<file path="src/rtl/dly_seq_pkg.sv">
package dly_seq_pkg;
    typedef enum logic [2:0] {
        ST_IDLE,
        ST_CHECK,
        ST_DIV,
        ST_DROP,
        ST_LOAD,
        ST_HOLD,
        ST_FINISH
    } seq_state_t;
endpackage

</file>
<file path="src/rtl/dly_tap_window.sv">
module dly_tap_window #(
    parameter int DLY_W       = 16,
    parameter int CNT_W       = 9,
    parameter int TAP_MIN_HPS = 5,
    parameter int TAP_MAX_HPS = 30
) (
    input  logic [DLY_W-1:0] base_ps,
    input  logic [CNT_W-1:0] rb_cnt,
    output logic             ok
);
    localparam int P_W = DLY_W + CNT_W + 6;

    logic [P_W-1:0] base_x2;
    logic [P_W-1:0] lo_lim;
    logic [P_W-1:0] hi_lim;

    always_comb begin
        base_x2 = P_W'(base_ps) << 1;
        lo_lim  = P_W'(TAP_MIN_HPS) * P_W'(rb_cnt);
        hi_lim  = P_W'(TAP_MAX_HPS) * P_W'(rb_cnt);
        ok      = (rb_cnt != '0) && (base_ps != '0) &&
                  (base_x2 >= lo_lim) && (base_x2 <= hi_lim);
    end
endmodule

</file>
<file path="src/rtl/dly_serial_div.sv">
module dly_serial_div #(
    parameter int NUM_W = 26,
    parameter int DEN_W = 16
) (
    input  logic             clk,
    input  logic             rst_n,
    input  logic             start,
    input  logic [NUM_W-1:0] num,
    input  logic [DEN_W-1:0] den,
    output logic             fin,
    output logic [NUM_W-1:0] quo
);
    localparam int IT_W = $clog2(NUM_W + 1);

    logic [DEN_W:0]   rem_q;
    logic [NUM_W-1:0] quo_q;
    logic [IT_W-1:0]  it_q;
    logic             run_q;
    logic             fin_q;
    logic [DEN_W:0]   shifted;
    logic             take;

    always_comb begin
        shifted = {rem_q[DEN_W-1:0], quo_q[NUM_W-1]};
        take    = shifted >= {1'b0, den};
    end

    always_ff @(posedge clk) begin
        if (!rst_n) begin
            rem_q <= '0;
            quo_q <= '0;
            it_q  <= '0;
            run_q <= 1'b0;
            fin_q <= 1'b0;
        end else begin
            fin_q <= 1'b0;
            if (start) begin
                rem_q <= '0;
                quo_q <= num;
                it_q  <= IT_W'(NUM_W);
                run_q <= 1'b1;
            end else if (run_q) begin
                rem_q <= take ? (shifted - {1'b0, den}) : shifted;
                quo_q <= {quo_q[NUM_W-2:0], take};
                it_q  <= it_q - 1'b1;
                if (it_q == IT_W'(1)) begin
                    run_q <= 1'b0;
                    fin_q <= 1'b1;
                end
            end
        end
    end

    assign fin = fin_q;
    assign quo = quo_q;
endmodule

</file>
<file path="src/rtl/dly_split_plan.sv">
module dly_split_plan #(
    parameter int NUM_W = 26,
    parameter int CNT_W = 9
) (
    input  logic [NUM_W-1:0] quo,
    output logic [CNT_W-1:0] cnt_a,
    output logic [CNT_W-1:0] cnt_b,
    output logic             split
);
    localparam logic [NUM_W-1:0] MAX_CNT = NUM_W'((1 << CNT_W) - 1);

    logic [NUM_W-1:0] half;

    always_comb begin
        half = (quo + 1'b1) >> 1;
        if (quo <= MAX_CNT) begin
            split = 1'b0;
            cnt_a = quo[CNT_W-1:0];
            cnt_b = '0;
        end else begin
            split = 1'b1;
            cnt_a = (half > MAX_CNT) ? MAX_CNT[CNT_W-1:0] : half[CNT_W-1:0];
            cnt_b = cnt_a;
        end
    end
endmodule

</file>
<file path="src/rtl/dly_update_seq.sv">
module dly_update_seq
    import dly_seq_pkg::*;
#(
    parameter int DLY_W       = 16,
    parameter int CNT_W       = 9,
    parameter int WAIT_CYC    = 10,
    parameter int TAP_MIN_HPS = 5,
    parameter int TAP_MAX_HPS = 30
) (
    input  logic             clk,
    input  logic             rst_n,
    input  logic             req_valid,
    input  logic [DLY_W-1:0] req_dly_ps,
    input  logic [DLY_W-1:0] base_dly_ps,
    input  logic [CNT_W-1:0] rb_count,
    output logic [1:0]       vt_en,
    output logic [CNT_W-1:0] load_val,
    output logic [1:0]       load_stb,
    output logic             busy,
    output logic             done,
    output logic             cal_err
);
    localparam int NUM_W  = DLY_W + CNT_W + 1;
    localparam int WCNT_W = $clog2(WAIT_CYC + 1);
    localparam logic [WCNT_W-1:0] WAIT_LAST = WCNT_W'(WAIT_CYC - 1);

    seq_state_t       state;
    logic [DLY_W-1:0] req_q;
    logic [DLY_W-1:0] base_q;
    logic [CNT_W-1:0] rb_q;
    logic [CNT_W-1:0] cnt_a_q;
    logic [CNT_W-1:0] cnt_b_q;
    logic             split_q;
    logic             stage_q;
    logic [WCNT_W-1:0] wcnt_q;
    logic             err_q;

    logic             win_ok;
    logic             div_start;
    logic [NUM_W-1:0] div_num;
    logic             div_fin;
    logic [NUM_W-1:0] div_quo;
    logic [CNT_W-1:0] plan_a;
    logic [CNT_W-1:0] plan_b;
    logic             plan_split;

    dly_tap_window #(
        .DLY_W(DLY_W), .CNT_W(CNT_W),
        .TAP_MIN_HPS(TAP_MIN_HPS), .TAP_MAX_HPS(TAP_MAX_HPS)
    ) u_win (
        .base_ps (base_q),
        .rb_cnt  (rb_q),
        .ok      (win_ok)
    );

    assign div_start = (state == ST_CHECK) && win_ok;
    assign div_num   = NUM_W'(req_q) * NUM_W'(rb_q) + NUM_W'(base_q >> 1);

    dly_serial_div #(.NUM_W(NUM_W), .DEN_W(DLY_W)) u_div (
        .clk   (clk),
        .rst_n (rst_n),
        .start (div_start),
        .num   (div_num),
        .den   (base_q),
        .fin   (div_fin),
        .quo   (div_quo)
    );

    dly_split_plan #(.NUM_W(NUM_W), .CNT_W(CNT_W)) u_plan (
        .quo   (div_quo),
        .cnt_a (plan_a),
        .cnt_b (plan_b),
        .split (plan_split)
    );

    always_ff @(posedge clk) begin
        if (!rst_n) begin
            state   <= ST_IDLE;
            req_q   <= '0;
            base_q  <= '0;
            rb_q    <= '0;
            cnt_a_q <= '0;
            cnt_b_q <= '0;
            split_q <= 1'b0;
            stage_q <= 1'b0;
            wcnt_q  <= '0;
            err_q   <= 1'b0;
        end else begin
            unique case (state)
                ST_IDLE: begin
                    if (req_valid) begin
                        req_q  <= req_dly_ps;
                        base_q <= base_dly_ps;
                        rb_q   <= rb_count;
                        err_q  <= 1'b0;
                        state  <= ST_CHECK;
                    end
                end
                ST_CHECK: begin
                    if (!win_ok) begin
                        err_q <= 1'b1;
                        state <= ST_FINISH;
                    end else begin
                        state <= ST_DIV;
                    end
                end
                ST_DIV: begin
                    if (div_fin) begin
                        cnt_a_q <= plan_a;
                        cnt_b_q <= plan_b;
                        split_q <= plan_split;
                        stage_q <= 1'b0;
                        wcnt_q  <= '0;
                        state   <= ST_DROP;
                    end
                end
                ST_DROP: begin
                    if (wcnt_q == WAIT_LAST) begin
                        wcnt_q <= '0;
                        state  <= ST_LOAD;
                    end else begin
                        wcnt_q <= wcnt_q + 1'b1;
                    end
                end
                ST_LOAD: begin
                    wcnt_q <= '0;
                    state  <= ST_HOLD;
                end
                ST_HOLD: begin
                    if (wcnt_q == WAIT_LAST) begin
                        wcnt_q <= '0;
                        if (split_q && !stage_q) begin
                            stage_q <= 1'b1;
                            state   <= ST_DROP;
                        end else begin
                            state <= ST_FINISH;
                        end
                    end else begin
                        wcnt_q <= wcnt_q + 1'b1;
                    end
                end
                ST_FINISH: state <= ST_IDLE;
                default:   state <= ST_IDLE;
            endcase
        end
    end

    always_comb begin
        vt_en    = 2'b11;
        load_stb = 2'b00;
        if (state == ST_DROP || state == ST_LOAD || state == ST_HOLD) begin
            vt_en[stage_q] = 1'b0;
        end
        if (state == ST_LOAD) begin
            load_stb[stage_q] = 1'b1;
        end
        load_val = stage_q ? cnt_b_q : cnt_a_q;
        busy     = (state != ST_IDLE);
        done     = (state == ST_FINISH);
        cal_err  = err_q;
    end
endmodule

</file>
<file path="config.mk">
export PLATFORM = sky130hd
export DESIGN_NAME = dly_update_seq
export DESIGN_NICKNAME = d
export VERILOG_FILES = /design/src/rtl/dly_seq_pkg.sv /design/src/rtl/dly_tap_window.sv /design/src/rtl/dly_serial_div.sv /design/src/rtl/dly_split_plan.sv /design/src/rtl/dly_update_seq.sv
export SDC_FILE = /design/constraint.sdc
export NUM_CORES = 1
export LEC_CHECK = 0
export BUFFER_PORTS_ARGS = -buffer_cell sky130_fd_sc_hd__clkbuf_2
export CAP_MARGIN = 15
export CORE_UTILIZATION = 58
export DETAILED_ROUTE_END_ITERATION = 16
export PLACE_DENSITY = 0.84
export SLEW_MARGIN = 10
export SYNTH_ARGS = -nofsm -noshare
export SYNTH_HDL_FRONTEND = slang
export SYNTH_SLANG_ARGS = --single-unit
export TNS_END_PERCENT = 1
</file>
<file path="constraint.sdc">
create_clock -name clk -period 5.9 [get_ports clk]
set_input_delay 1.18 -clock clk [delete_from_list [all_inputs] [get_ports clk]]
set_output_delay 1.18 -clock clk [all_outputs]
set_load 0.05 [all_outputs]
</file>
==> results by group <==
Worst setup path
  • Required time at the endpoint of the critical path: 6.19 ns
  • Cells on worst reg2reg path: 17
  • Critical Path Start Type: register
  • Cells traversed along the worst timing path: nand2_1, fa_1, fa_1, inv_1, fa_1, fa_1, inv_1, fa_1, inv_1, ha_1, a2111oi_4, o21ai_2, a211oi_2, nand2_2, a221oi_4, o21ai_1, a2111oi_2
  • Critical path's largest stage delay: approximately 0.56 ns
  • Stages on worst setup path: 17
  • Element type at the critical path end: register
  • CP Class: register to register
  • Cell mode on critical path: sky130_fd_sc_hd__fa_1
  • Worst path buffer plus inverter count: 3
  • Worst Path Arrival: 6.02 ns
  • Cell class contributing the biggest share of worst-path delay: adder cells
  • Max Fanout on Critical Path: 5
  • Master of the slowest instance on the critical path: sky130_fd_sc_hd__fa_1

Die
  • Number of rows created at floorplan: 55
  • Initial cell density of the core: 0.5941
  • Vertical extent of the die: 154.7 µm
  • Die area: approximately 24,000 µm²
  • Area of the core: about 23,000 µm²
  • Number of ports placed on the die boundary: 60
  • Die Span X: between 150 and 200 µm

Place
  • DP Cell Count: just under 2,000
  • Area post-placement: 14,120 µm²
  • Routability-driven placement congestion ratio: around 0.9
  • Buffers on Ports: between 50 and 60
  • DP Wirelength: around 25 mm
  • Worst setup timing slack at the placement stage: roughly 0.009 ns

Timing
  • Final count of hold timing violations: 0
  • TNS Setup: 0 ns
  • Maximum achievable frequency: 0.1743 GHz
  • Setup clock skew after layout: roughly 0.0095 ns
  • Max-Slew Margin vs Limit: 0.2381
  • Min Clock Period, post-route: 5.737 ns
  • Final critical-path share of the clock period: 0.9724
  • Max Slew Vio Count: 0
  • Final Worst Setup Slack: between 0.15 and 0.2 ns
  • Number of setup violations in the final report: 0
  • Measured slew at the worst slew-check pin: approximately 1.1 ns

Logic synthesis
  • Synth Net Count: roughly 1,900
  • Fraction of registers with async set/reset: 0
  • Cell area after technology mapping: between 10,000 and 15,000 µm²
  • Post-synthesis average cell area: 8.337 µm²
  • Simple-gate share of the synthesized area: 0.1890
  • Number of unique standard cell types used by synthesis: 71
  • Adder-Cell Fraction of Synth Area: 0.3216
  • Portion of the post-synthesis area used by sequential elements: 0.1746
  • Post-synthesis mux area share: 0.02700
  • Flip-flop and latch count after synthesis: ~120
  • Xor-xnor portion of the synthesized cell area: 0.03625
  • Synth Instances: about 1,600
  • Number of enable-type register cells in the synthesized netlist: 0
  • Dominant combinational cell family by area after synthesis: adder cells
  • Synthesized-area fraction occupied by ao, oa, aoi and oai cells: 0.1704
  • Most used DFF post-synth: sky130_fd_sc_hd__dfxtp_1
  • Ys Warns: 0

Layout
  • Layout Cell Area excl Fill: 14,840 µm²
  • Inserted Diodes: 0
  • Signed area change from the synthesized netlist to the final layout: 9.690%
  • Final standard cell count with taps included and fillers excluded: around 2,000
  • Fraction of layout instances using a drive strength above 1: 0.1088
  • Number of nets in the final layout: a little under 2,000

Run status
  • Run status: finished clean

Drt
  • Number of detailed-route iterations in the first pass: 5
  • Vias after detailed routing: around 12,000
  • Antenna-violating nets left: 0
  • Number of design-rule violations left by the first detailed-router iteration: 900
  • Routed wirelength normalized by instance count: 17.35 µm
  • Total DRC errors in the routed layout: 0
  • Detailed-route vias per instance: 6.005
  • Wirelength, routed: between 30 and 40 mm

Power
  • Proportion of power drawn by combinational gates: 0.555
  • Total internal power: 0.002674 W
  • Power dissipated by switching net loads: 0.002366 W
  • Sw Ratio: 0.4694
  • Portion of total power attributed to the clock network: 0.215
  • Static leakage: 7.083 nW
  • Ratio of total power to cell area: between 300 and 400 nW/µm²
  • Maximum vdd drop: about 0.22 mV
  • Sequential share of power: 0.230
  • Power after layout: ~0.0050 W

Clock network
  • CTS tree: done
  • Clock tree sinks: around 120
  • Number of clock buffers inserted by TritonCTS: 17
  • Clock H-tree levels: 4
  • Clock transition at the register clock pins on the worst setup and hold paths after CTS: ~0.060 ns
  • Clock Root Buffer: sky130_fd_sc_hd__clkbuf_16
  • Hold-fix buffer count after cts: 0
  • Insertion delay of the later-clocked pin in the worst-skew pair: 0.44 ns
  • CTS max path bufs: 2

GRT
  • First-pass GRT wire length: ~58 mm
  • GR Overflow Total: 0
  • Total routing usage reported by global routing: 0.3014
  • Initial antenna violation count: 0
  • Largest net degree at the start of global routing: 77
  • Number of global-route vias before repair: between 10,000 and 15,000

Hold path
  • Worst min-delay path category: register to register
  • Cell depth of the worst hold path: 2

Job
  • Maximum capacitance violations: 0
## state kept, by name, summed over array words and instances (netlist names)
register     flops
wcnt_q           4
u_div.rem_q     16
stage_q          1
u_div.run_q      1
cnt_b_q          9
cal_err          1
split_q          1
rb_q             9
state            3
u_div.quo       26
req_q           16
u_div.it_q       5
base_q          16
u_div.fin        1
cnt_a_q          9
## final timing paths
kind	from	to	slack [ns]
worst max-delay path	req_q[0]	u_div.quo[23]	0.16
worst min register to register	cnt_b_q[7]	cnt_b_q[7]	0.48
worst min-delay path	cnt_b_q[7]	cnt_b_q[7]	0.48
worst max register to register	req_q[0]	u_div.quo[23]	0.16
## Yosys cell counts, types with 6 or more instances
library cell               instances  area share
sky130_fd_sc_hd__nand2_1         228       0.063
sky130_fd_sc_hd__inv_1           193       0.054
sky130_fd_sc_hd__ha_1            143        0.13
sky130_fd_sc_hd__fa_1            128        0.19
sky130_fd_sc_hd__dfxtp_1         118        0.17
sky130_fd_sc_hd__a21oi_1         102       0.038
sky130_fd_sc_hd__and2_1           82       0.038
sky130_fd_sc_hd__nor2_1           74       0.021
sky130_fd_sc_hd__clkbuf_1         71       0.020
sky130_fd_sc_hd__a211oi_1         34       0.019
sky130_fd_sc_hd__xnor2_1          34       0.022
sky130_fd_sc_hd__o21ai_0          33       0.012
sky130_fd_sc_hd__nand3_1          32       0.012
sky130_fd_sc_hd__mux2i_1          23       0.017
sky130_fd_sc_hd__nor3_1           23      0.0085
sky130_fd_sc_hd__xor2_1           22       0.014
sky130_fd_sc_hd__a31oi_1          18      0.0083
sky130_fd_sc_hd__a21o_1           16      0.0089
sky130_fd_sc_hd__nor2b_1          16      0.0074
sky130_fd_sc_hd__a221oi_1         14      0.0091
sky130_fd_sc_hd__nand4_1          14      0.0065
sky130_fd_sc_hd__a22oi_1          13      0.0072
sky130_fd_sc_hd__mux2_2           12       0.010
sky130_fd_sc_hd__and3_1           11      0.0051
sky130_fd_sc_hd__nor4_1           11      0.0051
sky130_fd_sc_hd__buf_2            10      0.0037
sky130_fd_sc_hd__nand2b_1         10      0.0046
sky130_fd_sc_hd__a211oi_2          9      0.0083
sky130_fd_sc_hd__o21a_1            9      0.0050
sky130_fd_sc_hd__o211ai_1          8      0.0044
sky130_fd_sc_hd__o211a_1           7      0.0052
sky130_fd_sc_hd__o21ai_1           7      0.0026
sky130_fd_sc_hd__o21bai_1          6      0.0033
sky130_fd_sc_hd__or3_1             6      0.0028
## final cells by class
cell class | count | area [µm²]
Clock buffer | 17 | 425.4
Clock inverter | 15 | 167.7
Fill cell | 1775 | 7935
Inverter | 193 | 724.4
Multi-Input combinational cell | 1225 | 10150
Sequential cell | 118 | 2374
Tap cell | 313 | 391.6
Timing Repair Buffer | 96 | 605.6
## per-layer routing
layer	part of all wire	wire length (µm)	global-route usage
met4	0.035	1200	0.1278
met2	0.48	16620	0.5225
met3	0.066	2252	0.04651
met5	0	0	0
met1	0.42	14240	0.3728
## per-stage QoR
| stage | hold slack (ns) | util |
|---|---|---|
| global placement | 0.4516 | 0.6200 |
| floorplan | 0.4349 | - |
| finish | 0.4772 | 0.6516 |
| global route | 0.4983 | 0.6516 |
| CTS | 0.4803 | 0.6467 |
| detailed placement | 0.4669 | 0.6200 |
## power by group through the flow
stage,combinational [W],sequential [W],clock [W]
3_3_place_gp,0.00262,0.00116,0
2_1_floorplan,0.00225,0.00104,0
5_1_grt,0.00310,0.00118,0.00112
4_1_cts,0.00275,0.00115,0.00108
3_5_place_dp,0.00270,0.00116,0
6_report,0.00280,0.00116,0.00108
## cell families (layout without fill, tap and decap cells)
group           Yosys count  count (layout)
simple gates            534             534
compound gates          329             329
buf+inv                 280             321
fa+ha+maj               271             271
flops                   118             118
xor+xnor                 56              56
mux                      35              35
## timing repair
action	in CTS	in global routing
endpoints found under the setup margin	2	35
pin swaps	0	3
gates resized for setup	4	22
setup buffers	0	4
## worst min-delay path, stage by stage, from the launching register on
cell and delay (ns):
sky130_fd_sc_hd__dfxtp_1 0.31, sky130_fd_sc_hd__nand2_1 0.05, sky130_fd_sc_hd__nand3_1 0.06
## layout by cell type (no fill, tap or decap), drive strengths merged, types with 5 or more instances in the layout
cell | netlist | layout
nand2 | 229 | 229
nor4 | 11 | 11
a21oi | 102 | 102
and3 | 11 | 11
nor2b | 16 | 16
o21a | 9 | 9
and2 | 82 | 82
o2111ai | 5 | 5
nand2b | 10 | 10
ha | 143 | 143
and4 | 5 | 5
a21o | 16 | 16
mux2i | 23 | 23
a2111oi | 10 | 10
nand4 | 14 | 14
a31oi | 19 | 19
or2 | 6 | 6
clkbuf | 71 | 76
nor2 | 74 | 74
nor3 | 23 | 23
xnor2 | 34 | 34
o21bai | 6 | 6
o211ai | 8 | 8
fa | 128 | 128
o21ai | 40 | 40
or3 | 6 | 6
a22oi | 13 | 13
inv | 193 | 200
nand3 | 32 | 32
a211o | 5 | 5
a211oi | 43 | 43
dfxtp | 118 | 118
mux2 | 12 | 12
buf | 16 | 37
o211a | 7 | 7
clkinv | 0 | 5
xor2 | 22 | 22
a221oi | 15 | 15
No activity file was read; power rests on OpenSTA's default activity.
